<file path="src/rtl/lsc_pkg.sv">
package lsc_pkg;
  parameter int unsigned LSC_WIDTH_DEF = 32;
  // edges from detection register to visible pulse
  localparam int unsigned LSC_LAT = 2;

  typedef enum logic {
    MODE_IDLE  = 1'b0,
    MODE_CHECK = 1'b1
  } lsc_mode_e;
endpackage

</file>
<file path="src/rtl/lsc_compare.sv">
module lsc_compare #(
  parameter int unsigned WIDTH = lsc_pkg::LSC_WIDTH_DEF
) (
  input  logic             clk_i,
  input  logic             rst_ni,
  input  logic             mode_i,
  input  logic             dbg_i,
  input  logic [WIDTH-1:0] core_val_i,
  input  logic [WIDTH-1:0] core_oe_i,
  input  logic [WIDTH-1:0] pin_val_i,
  output logic             det_o
);
  logic [WIDTH-1:0] bit_diff;
  logic             det_q;

  for (genvar b = 0; b < WIDTH; b++) begin : g_bit
    // tri-stated bits are masked
    assign bit_diff[b] = core_oe_i[b] & (core_val_i[b] ^ pin_val_i[b]);
  end

  always_ff @(posedge clk_i or negedge rst_ni) begin
    if (!rst_ni) det_q <= 1'b0;
    else         det_q <= mode_i & ~dbg_i & (|bit_diff);
  end

  assign det_o = det_q;


  no_det_in_dbg_chk: assert property (@(posedge clk_i) disable iff (!rst_ni)
    dbg_i |=> !det_o);

  no_det_idle_chk: assert property (@(posedge clk_i) disable iff (!rst_ni)
    !mode_i |=> !det_o);

  masked_bits_chk: assert property (@(posedge clk_i) disable iff (!rst_ni)
    ((core_val_i & core_oe_i) == (pin_val_i & core_oe_i)) |=> !det_o);
endmodule

</file>
<file path="config.mk">
export PLATFORM = sky130hd
export DESIGN_NAME = lsc_compare
export DESIGN_NICKNAME = d
export VERILOG_FILES = /design/src/rtl/lsc_pkg.sv /design/src/rtl/lsc_compare.sv
export SDC_FILE = /design/constraint.sdc
export NUM_CORES = 1
export LEC_CHECK = 0
export BUFFER_PORTS_ARGS = -buffer_cell sky130_fd_sc_hd__buf_4
export CORE_UTILIZATION = 21
export DETAILED_ROUTE_END_ITERATION = 16
export GPL_ROUTABILITY_DRIVEN = 0
export PLACE_DENSITY = 0.78
export SKIP_CTS_REPAIR_TIMING = 1
export SYNTH_ARGS = -nofsm -noshare
export SYNTH_HDL_FRONTEND = slang
export SYNTH_SLANG_ARGS = --single-unit
export TNS_END_PERCENT = 1
</file>
<file path="constraint.sdc">
create_clock -name clk_i -period 0.8 [get_ports clk_i]
set_input_delay 0.04 -clock clk_i [delete_from_list [all_inputs] [get_ports clk_i]]
set_output_delay 0.04 -clock clk_i [all_outputs]
set_load 0.01 [all_outputs]
</file>
==> parameters.txt <==
Parameter                              Value

Run status
  Status ... finished, violations left
  Violated checks ... setup timing

STA
  Max-slew headroom ... 85.0%
  Final number of max-transition violations ... 0
  Pin slew with the least headroom to its limit ... between 0.2 and 0.25 ns
  Fraction of the cycle the final worst path needs ... 141%
  Fin crit period ... 1.13 ns
  Setup repair after global routing missed its margin ... yes
  Setup TNS after final layout ... -0.326 ns
  Maximum operating frequency ... 0.888 GHz
  Final setup violation count ... 1
  Post-route setup slack ... -0.326 ns
  Number of hold violations in the final report ... 0

Finish
  Area used by sequential logic in the layout ... between 20 and 30 um^2
  Area taken by multi-input logic gates ... 447 um^2
  N_diodes ... 0
  # nets final ... 258
  Most frequent standard cell in the layout excluding fill and tap cells ... sky130_fd_sc_hd__buf_4
  Area growth from synthesis to layout ... 178%
  Fillers ... 194
  Fraction of final layout cells with drive strength greater than 1 ... 64.7%
  Most frequent cells in the layout ... sky130_fd_sc_hd__buf_4, sky130_fd_sc_hd__xor2_1, sky130_fd_sc_hd__a22oi_1
  Max reg flops ... 1
  Number of non-filler instances in the completed layout ... 183

Worst setup path
  Critical path startpoint category ... input port
  Endpoint kind of the worst setup timing path ... flop
  Crit path arrival time ... 1.00 ns
  Type of the setup path with the least slack ... in2reg
  Required time of the critical path ... 0.67 ns
  Highest fanout seen on the critical path ... 1

Yosys
  YS warnings ... 0
  Sequential area share after synthesis ... 5.39%
  FF+latch count, synth ... 1
  Synthesized instance count ... 55
  Synth cell types ... 6
  Average footprint of a synthesized cell ... 8.44 um^2
  Post-synthesis net count ... 155
  Combined area of all synthesized cells ... 464 um^2

Floorplan
  Floorplan row count ... 16
  Die outline width ... 49.0 um
  Ports placed on the boundary ... 101
  Total Die Area ... 0.00240 mm^2
  Effective utilization at floorplan ... 23.0%
  DIE HEIGHT ... between 40 and 50 um
  Core box area ... 0.00202 mm^2

Global route
  GRT Resource Usage Total ... 16.3%
  Met1 global-route usage ... 14.5%
  GRT busiest layer ... met2
  Met3 GRT Util ... 4.67%
  First-pass GRT wire length ... 3200 um
  Vias in the first global route ... approximately 900
  Met2 track utilization from global routing ... 35.4%
  Antenna violations before repair ... 0
  Grt total ovfl ... 0
  Maximum number of pins on one net before global-route repair ... 2

Drt
  Total Routed Length ... 2040 um
  First-pass detailed-route iteration total ... 4
  Wire length per cell ... 11.1 um
  Initial DRC count ... 12
  DRC viols ... 0
  Remaining antenna violation count after routing ... 0
  Vias post-DR ... 837
  Routed vias/inst ... 4.57

Min path
  Class of the tightest hold or removal check ... in2reg
  Worst hold path cell count ... 2

Placement
  HPWL after detailed placement ... 1850 um
  Placed insts ... 182
  Number of port buffers ... 100

Power and ir drop
  Static leakage ... 0.690 nW
  Power consumption ... between 0.0006 and 0.0007 W
  Power density cells ... around 520 mW/mm^2
  Peak supply drop ... around 270 uV

Clocking
  CTS clk-pin slew, worst paths ... 0 ns

Job
  Number of maximum-capacitance constraint violations ... 0
-- cells by family after synthesis --
family	count (synthesis)	synth area share [%]
compound gates	16	25.9
flops	1	5.39
xor+xnor	32	60.4
simple gates	6	8.36
-- path summary, 6_finish.rpt --
| path | start | to | slack [ns] |
|---|---|---|---|
| setup / recovery | pin_val_i[28] | det_o$_DFF_PN0_ | -0.33 |
| hold / removal | dbg_i | det_o$_DFF_PN0_ | 0.20 |
| max in group asynchronous | rst_ni | det_o$_DFF_PN0_ | 0.33 |
| min in group asynchronous | rst_ni | det_o$_DFF_PN0_ | 0.38 |
-- cell usage after synthesis, drive strengths merged --
cell | number | area, um^2
nor3b | 1 | 7.51
nand4 | 4 | 25.0
nor4 | 1 | 6.26
xor2 | 32 | 280
dfrtp | 1 | 25.0
a22oi | 16 | 120
-- layer usage --
metal,wire length [um],part of all wire [%]
met5,0,0
met4,31,1.5
met3,285,14
met2,1140,56
met1,577,28
-- power breakdown --
part           switching, W  internal (W)  total (W)
Clock                     0             0          0
Combinational      0.000179      0.000434   0.000614
Sequential      0.000000655     0.0000541  0.0000547
Total              0.000180      0.000488   0.000668
-- through the flow --
step	setup slack [ns]	hold slack, ns	cell area, um^2	util [%]
3_5_place_dp	-0.372	-0.180	1250	61.8
4_1_cts	-0.372	-0.180	1250	61.8
2_1_floorplan	-0.0955	-0.256	464	-
5_1_grt	-0.416	0.214	1290	63.7
6_report	-0.326	0.199	1290	63.7
3_3_place_gp	-0.368	-0.180	1250	61.8
-- layout make-up --
class,count,share of cell area [%]
multi-input combinational,54,34.7
sequential,1,1.94
tap,27,2.62
timing repair buffer,101,60.8
-- critical path, stage by stage --
cell and delay, ns:
sky130_fd_sc_hd__buf_4 0.11, sky130_fd_sc_hd__xor2_1 0.15, sky130_fd_sc_hd__a22oi_1 0.20, sky130_fd_sc_hd__nand4_1 0.14, sky130_fd_sc_hd__nor4_1 0.28, sky130_fd_sc_hd__nor3b_1 0.08
No activity file was read; power rests on OpenSTA's default activity.
